--- src/rtl/lwn_pkg.sv ---
package lwn_pkg;

  localparam logic [3:0] MTYPE_WIDTH = 4'd6;

  localparam logic [1:0] CMD_NONE = 2'd0;
  localparam logic [1:0] CMD_REQ  = 2'd1;
  localparam logic [1:0] CMD_ACK  = 2'd2;
  localparam logic [1:0] CMD_NAK  = 2'd3;

  localparam int unsigned PAYLOAD_W = 8;

  localparam logic [PAYLOAD_W-1:0] RSN_OK    = 8'd0;
  localparam logic [PAYLOAD_W-1:0] RSN_OFF   = 8'd1;
  localparam logic [PAYLOAD_W-1:0] RSN_BADW  = 8'd2;
  localparam logic [PAYLOAD_W-1:0] RSN_SAMEW = 8'd3;
  localparam logic [PAYLOAD_W-1:0] RSN_COLL  = 8'd4;

  typedef enum logic {ST_IDLE = 1'b0, ST_WAIT = 1'b1} lwn_state_e;

  // Answer window in clock cycles for the current encoding.
  function automatic int unsigned deadline_cycles(input logic slow_code,
                                                  input int unsigned cyc_per_us);
    return (slow_code ? 32'd4 : 32'd1) * cyc_per_us;
  endfunction

  // Non-zero power of two not above the lane count.
  function automatic logic width_legal(input logic [15:0] w,
                                       input int unsigned max_lanes);
    return (w != 16'd0) && ((w & (w - 16'd1)) == 16'd0) &&
           (32'(w) <= max_lanes);
  endfunction

  function automatic logic reason_is_error(input logic [PAYLOAD_W-1:0] r);
    return (r == RSN_BADW) || (r == RSN_SAMEW);
  endfunction

endpackage

--- src/rtl/lwn_width_check.sv ---
module lwn_width_check
  import lwn_pkg::*;
#(
  parameter int unsigned MAX_LANES = 16,
  parameter int unsigned WW        = 5
) (
  input  logic                 feat_en,
  input  logic [WW-1:0]        req_w,
  input  logic [WW-1:0]        cur_w,
  output logic                 ok,
  output logic [PAYLOAD_W-1:0] reason
);
  always_comb begin
    if (!feat_en)                              reason = RSN_OFF;
    else if (!width_legal(16'(req_w), MAX_LANES)) reason = RSN_BADW;
    else if (req_w == cur_w)                   reason = RSN_SAMEW;
    else                                       reason = RSN_OK;
  end

  assign ok = (reason == RSN_OK);
endmodule

--- src/rtl/lwn_deadline.sv ---
module lwn_deadline
  import lwn_pkg::*;
#(
  parameter int unsigned CYC_PER_US = 100
) (
  input  logic clk,
  input  logic rst_n,
  input  logic start,
  input  logic run,
  input  logic slow_code,
  output logic expire
);
  localparam int unsigned LIM_MAX = 4 * CYC_PER_US;
  localparam int unsigned CW      = $clog2(LIM_MAX + 1);

  logic [CW-1:0] cnt_q;
  logic [CW-1:0] lim;

  assign lim = CW'(deadline_cycles(slow_code, CYC_PER_US));

  always_ff @(posedge clk) begin
    if (!rst_n)              cnt_q <= '0;
    else if (start || !run)  cnt_q <= '0;
    else                     cnt_q <= cnt_q + CW'(1);
  end

  assign expire = run && (cnt_q == lim - CW'(1));
endmodule

--- src/rtl/lwn_arbiter.sv ---
module lwn_arbiter #(
  parameter int unsigned PRIO_W = 2
) (
  input  logic [PRIO_W-1:0] own_prio,
  input  logic [PRIO_W-1:0] peer_prio,
  input  logic              own_downstream,
  output logic              peer_wins
);
  always_comb begin
    if (peer_prio != own_prio) peer_wins = (peer_prio > own_prio);
    else                       peer_wins = !own_downstream;
  end
endmodule

--- src/rtl/lwidth_negotiator.sv ---
module lwidth_negotiator
  import lwn_pkg::*;
#(
  parameter  int unsigned MAX_LANES  = 16,
  parameter  int unsigned CYC_PER_US = 100,
  parameter  int unsigned PRIO_W     = 2,
  localparam int unsigned WW         = $clog2(MAX_LANES + 1)
) (
  input  logic                 clk,
  input  logic                 rst_n,
  input  logic                 cfg_flit_mode,
  input  logic                 cfg_local_support,
  input  logic                 cfg_partner_support,
  input  logic                 cfg_rate_8b10b,
  input  logic                 cfg_is_downstream,
  input  logic                 loc_req_valid,
  input  logic [WW-1:0]        loc_req_width,
  input  logic [PRIO_W-1:0]    loc_req_prio,
  input  logic                 rx_valid,
  input  logic [3:0]           rx_mtype,
  input  logic [1:0]           rx_cmd,
  input  logic [PRIO_W-1:0]    rx_prio,
  input  logic [WW-1:0]        rx_width,
  output logic                 tx_valid,
  output logic [3:0]           tx_mtype,
  output logic [1:0]           tx_cmd,
  output logic [PRIO_W-1:0]    tx_prio,
  output logic [WW-1:0]        tx_width,
  output logic [PAYLOAD_W-1:0] tx_payload,
  output logic [WW-1:0]        cur_width,
  output logic                 busy,
  output logic                 done,
  output logic                 result_ack,
  output logic                 timed_out,
  output logic                 err_status
);
  lwn_state_e          state_q;
  logic [WW-1:0]       cur_q, pend_w_q;
  logic [PRIO_W-1:0]   pend_p_q;

  // Named internal events
  logic feat_en, rx_ours, rx_is_req, rx_is_ack, rx_is_nak;
  logic loc_ok, rx_ok, start_wait, deadline_hit, peer_wins, answer_now;
  logic [PAYLOAD_W-1:0] loc_reason, rx_reason;

  assign feat_en    = cfg_flit_mode && cfg_local_support && cfg_partner_support;
  assign rx_ours    = rx_valid && (rx_mtype == MTYPE_WIDTH);
  assign rx_is_req  = rx_ours && (rx_cmd == CMD_REQ);
  assign rx_is_ack  = rx_ours && (rx_cmd == CMD_ACK);
  assign rx_is_nak  = rx_ours && (rx_cmd == CMD_NAK);
  assign start_wait = (state_q == ST_IDLE) && !rx_is_req && loc_req_valid && loc_ok;
  assign answer_now = rx_is_req && ((state_q == ST_IDLE) || peer_wins);

  lwn_width_check #(.MAX_LANES(MAX_LANES), .WW(WW)) u_chk_loc (
    .feat_en(feat_en), .req_w(loc_req_width), .cur_w(cur_q),
    .ok(loc_ok), .reason(loc_reason)
  );

  lwn_width_check #(.MAX_LANES(MAX_LANES), .WW(WW)) u_chk_rx (
    .feat_en(feat_en), .req_w(rx_width), .cur_w(cur_q),
    .ok(rx_ok), .reason(rx_reason)
  );

  lwn_deadline #(.CYC_PER_US(CYC_PER_US)) u_deadline (
    .clk(clk), .rst_n(rst_n), .start(start_wait),
    .run(state_q == ST_WAIT), .slow_code(cfg_rate_8b10b),
    .expire(deadline_hit)
  );

  lwn_arbiter #(.PRIO_W(PRIO_W)) u_arb (
    .own_prio(pend_p_q), .peer_prio(rx_prio),
    .own_downstream(cfg_is_downstream), .peer_wins(peer_wins)
  );

  always_ff @(posedge clk) begin
    if (!rst_n) begin
      state_q    <= ST_IDLE;
      cur_q      <= WW'(MAX_LANES);
      pend_w_q   <= '0;
      pend_p_q   <= '0;
      tx_valid   <= 1'b0;
      tx_mtype   <= '0;
      tx_cmd     <= CMD_NONE;
      tx_prio    <= '0;
      tx_width   <= '0;
      tx_payload <= '0;
      done       <= 1'b0;
      result_ack <= 1'b0;
      timed_out  <= 1'b0;
      err_status <= 1'b0;
    end else begin
      tx_valid   <= 1'b0;
      tx_cmd     <= CMD_NONE;
      done       <= 1'b0;
      result_ack <= 1'b0;
      timed_out  <= 1'b0;

      unique case (state_q)
        ST_IDLE: begin
          if (rx_is_req) begin
            if (loc_req_valid) done <= 1'b1;   // partner served first
          end else if (loc_req_valid) begin
            if (loc_ok) begin
              tx_valid   <= 1'b1;
              tx_mtype   <= MTYPE_WIDTH;
              tx_cmd     <= CMD_REQ;
              tx_prio    <= loc_req_prio;
              tx_width   <= loc_req_width;
              tx_payload <= RSN_OK;
              pend_w_q   <= loc_req_width;
              pend_p_q   <= loc_req_prio;
              state_q    <= ST_WAIT;
            end else begin
              done <= 1'b1;
              if (reason_is_error(loc_reason)) err_status <= 1'b1;
            end
          end
        end
        ST_WAIT: begin
          if (rx_is_ack) begin
            cur_q      <= pend_w_q;
            done       <= 1'b1;
            result_ack <= 1'b1;
            err_status <= 1'b0;
            state_q    <= ST_IDLE;
          end else if (rx_is_nak) begin
            done    <= 1'b1;
            state_q <= ST_IDLE;
          end else if (rx_is_req) begin
            if (peer_wins) begin
              done    <= 1'b1;
              state_q <= ST_IDLE;
            end else begin
              tx_valid   <= 1'b1;
              tx_mtype   <= MTYPE_WIDTH;
              tx_cmd     <= CMD_NAK;
              tx_prio    <= pend_p_q;
              tx_width   <= cur_q;
              tx_payload <= RSN_COLL;
            end
          end else if (deadline_hit) begin
            done      <= 1'b1;
            timed_out <= 1'b1;
            state_q   <= ST_IDLE;
          end
        end
        default: state_q <= ST_IDLE;
      endcase

      // Answer a partner request (idle, or collision lost)
      if (answer_now) begin
        tx_valid   <= 1'b1;
        tx_mtype   <= MTYPE_WIDTH;
        tx_prio    <= rx_prio;
        tx_payload <= rx_reason;
        if (rx_ok) begin
          tx_cmd     <= CMD_ACK;
          tx_width   <= rx_width;
          cur_q      <= rx_width;
          err_status <= 1'b0;
        end else begin
          tx_cmd   <= CMD_NAK;
          tx_width <= cur_q;
          if (reason_is_error(rx_reason)) err_status <= 1'b1;
        end
      end
    end
  end

  assign cur_width = cur_q;
  assign busy      = (state_q == ST_WAIT);
endmodule

--- config.mk ---
export PLATFORM = sky130hd
export DESIGN_NAME = lwidth_negotiator
export DESIGN_NICKNAME = d
export VERILOG_FILES = /design/src/rtl/lwn_pkg.sv /design/src/rtl/lwn_width_check.sv /design/src/rtl/lwn_deadline.sv /design/src/rtl/lwn_arbiter.sv /design/src/rtl/lwidth_negotiator.sv
export SDC_FILE = /design/constraint.sdc
export NUM_CORES = 1
export LEC_CHECK = 0
export BUFFER_PORTS_ARGS = -buffer_cell sky130_fd_sc_hd__buf_2
export CORE_UTILIZATION = 60
export CTS_BUF_LIST = sky130_fd_sc_hd__clkbuf_4 sky130_fd_sc_hd__clkbuf_8
export DETAILED_ROUTE_END_ITERATION = 7
export PLACE_DENSITY = 0.95
export SLEW_MARGIN = 20
export SYNTH_ARGS = -nofsm -noshare
export SYNTH_HDL_FRONTEND = slang
export SYNTH_HIERARCHICAL = 1
export SYNTH_SLANG_ARGS = --single-unit
--- constraint.sdc ---
create_clock -name clk -period 5.4 [get_ports clk]
set_clock_uncertainty 0.1 [all_clocks]
set_input_delay 0.54 -clock clk [delete_from_list [all_inputs] [get_ports clk]]
set_output_delay 0.54 -clock clk [all_outputs]
set_load 0.02 [all_outputs]
==> results.txt <==
The flow ran to the end, and the final reports show no timing, DRC or antenna violations. The DRC violations left came out at 0. After detailed placement, the design holds a cell count of 390. The detailed placer's ending HPWL came out at 4620 um. The iteration-0 DRC count of the detailed router is 151. The number of endpoints with negative hold slack in the final report was 0.

Power comes to 0.000616 W. VDD sags by at most 0.151 mV. The element type at the critical path end is a flop. The relative area change from synthesis to final layout is 12.7%.

The first detailed-routing pass took 5 iterations. The setup fix buffers added after clock tree synthesis came out at 0. The number of gates resized after cts is 0. The worst slew slack as a fraction of its limit came out at 0.434. The worst hold path belongs to the class flop to flop. The post-route setup TNS is 0 ns.

The number of antenna violations at the first check in global routing is 0. The count of endpoints failing setup in the final report is 0. Counting I/O delays and the setup requirement, the final critical path takes 2.77 ns. The floorplan core area is 0.00403 sq mm. The highest achievable clock rate came out at 361 MHz. The share of the cycle needed by the critical path after routing came out at 0.513.

The number of global-route vias before repair came out at 2313. The synthesized cell area is 0.00255 sq mm. At the pin with the least slew margin, the transition time is 0.845 ns. The wire length after detailed routing came out at 6560 um. The floorplan has 23 rows. The sum of overflow across all layers after global routing came out at 0.

The number of hold buffers added after CTS was 0. The final worst-path setup slack is 2.63 ns. Grouping stages by cell kind, the critical path spends the most delay in simple AND/OR/NAND/NOR gates. After synthesis, the mean cell area works out to 8.62 sq um. The final net count came out at 379. The count of yosys warnings during synthesis is 6. Clock tree synthesis selected as its root buffer the cell clkbuf_8. The critical path buffer and inverter count came out at 1. The initial core utilization is 0.633. In this run the remaining antenna-violating nets after routing total 0. The max-slew violation count is 0.

The clock input transition at the sequential cells of the worst setup and hold paths is 0.09 ns. The maximum clock insertion buffer count came out at 2. At the worst endpoint, the arrival time is 2.92 ns.

The number of antenna repair diodes is 0. The pre-CTS setup slack is 2.45 ns. The TritonCTS clock tree is done. The final routed wire length divided by cell count is 16.5 um.

The leakage power total came out at 1.16 nW. Setup repair after global routing left no endpoint under its margin. The critical path is of the flop to flop type.

The via count normalized by instance count is 6.25. The critical path data required time is 5.55 ns. The final cell count without fillers is 398. The die outline width came out at 67.2 um. At the end of routability-driven placement, the weighted congestion stood at 0.882. The via count came out at 2487. Clock tree synthesis inserted a total of 5 buffers.

The largest stage delay on the critical path is 0.57 ns. The category of the worst setup path launch point is a flop. The power density over the cells came out at 214 mW/mm^2.

The clock latency at the later pin of the worst-skew pair came out at 0.31 ns. The number of top-level pins came out at 61. The full die area is 0.00452 sq mm.

The count of maximum capacitance violations is 0. The first-pass GRT wire length came out at 10500 um. The count of buffers added on input and output ports is 58. The vertical die dimension came out at 67.2 um. Along the worst path, the maximum fanout reaches 11. The filler cells instantiated in the layout total 313. The total routing usage reported by global routing is 0.311. The layout cell share with drive strength beyond 1 came out at 0.253. The critical path goes through xor2_1, nor3_1, nand3_1, and3_1, and3b_1, nand2_2, inv_4, nand3b_1, or4_1, nand2_1.

The maximum number of pins on one net before global-route repair is 22. The depth of the CTS H-tree is 2. The slowest stage of the critical path is the or4_1 cell.

The instance count of the mapped netlist is 296. The number of clock sinks is 45.
[placed cells by master (no fill, tap or decap), types with 5 or more instances in the layout]
master,instances
buf_2,58
dfxtp_1,45
nor2_1,29
o21ai_0,16
conb_1,14
nand2_1,13
a21oi_1,13
mux2i_1,12
nand3_1,10
a31oi_1,9
inv_1,9
nand4_1,8
nor3_1,8
xor2_1,8
o21ai_1,7
a22oi_1,7
xnor2_1,7
clkbuf_8,5
[flip-flops by register name, summed over array words and instances, names as in the netlist]
name	count
u_deadline/cnt_q	9
pend_w_q	5
tx_prio	2
timed_out	1
tx_valid	1
tx_mtype	1
tx_cmd	2
tx_width	5
busy	1
err_status	1
cur_width	5
done	1
result_ack	1
pend_p_q	2
tx_payload	8
[metal layers]
metal / up-vias / share of wire / GRT usage
met1: 1169 / 0.40 / 0.360
met5: - / 0 / 0
met4: 0 / 0.034 / 0.136
met2: 150 / 0.48 / 0.536
li1: 1137 / - / -
met3: 31 / 0.085 / 0.0811
[final cells by class]
| class | instances | area, sq um | share of cell area |
|---|---|---|---|
| Multi-Input combinational cell | 227 | 1490 | 0.518 |
| Sequential cell | 45 | 901 | 0.313 |
| Timing Repair Buffer | 58 | 290 | 0.101 |
| Clock buffer | 5 | 68.8 | 0.0239 |
| Tap cell | 50 | 62.6 | 0.0218 |
| Inverter | 10 | 40.0 | 0.0139 |
| Clock inverter | 3 | 22.5 | 0.00784 |
[per-stage QoR]
stage	util	area (sq um)	hold WS [ns]
final	0.713	2870	0.375
after global routing	0.713	2870	0.408
after CTS	0.713	2870	0.375
after detailed placement	0.691	2780	0.355
after global placement	0.691	2780	0.349
after floorplan	-	2590	0.330
[power by group]
group	leakage (nW)	internal (W)	switching, W
clock network	0.0364	0.0000909	0.000125
registers	0.363	0.000334	0.00000131
logic	0.762	0.0000244	0.0000400
total	1.16	0.000449	0.000167
[final timing paths]
check	depth (start not counted)	from	to	slack (ns)
worst min register to register	1	u_deadline/cnt_q[0]	u_deadline/cnt_q[0]	0.38
worst min-delay path	1	u_deadline/cnt_q[0]	u_deadline/cnt_q[0]	0.38
worst max register to register	10	cur_width[4]	u_deadline/cnt_q[7]	2.63
worst max-delay path	10	cur_width[4]	u_deadline/cnt_q[7]	2.63
Note: power is estimated with default switching activity, not from simulation.
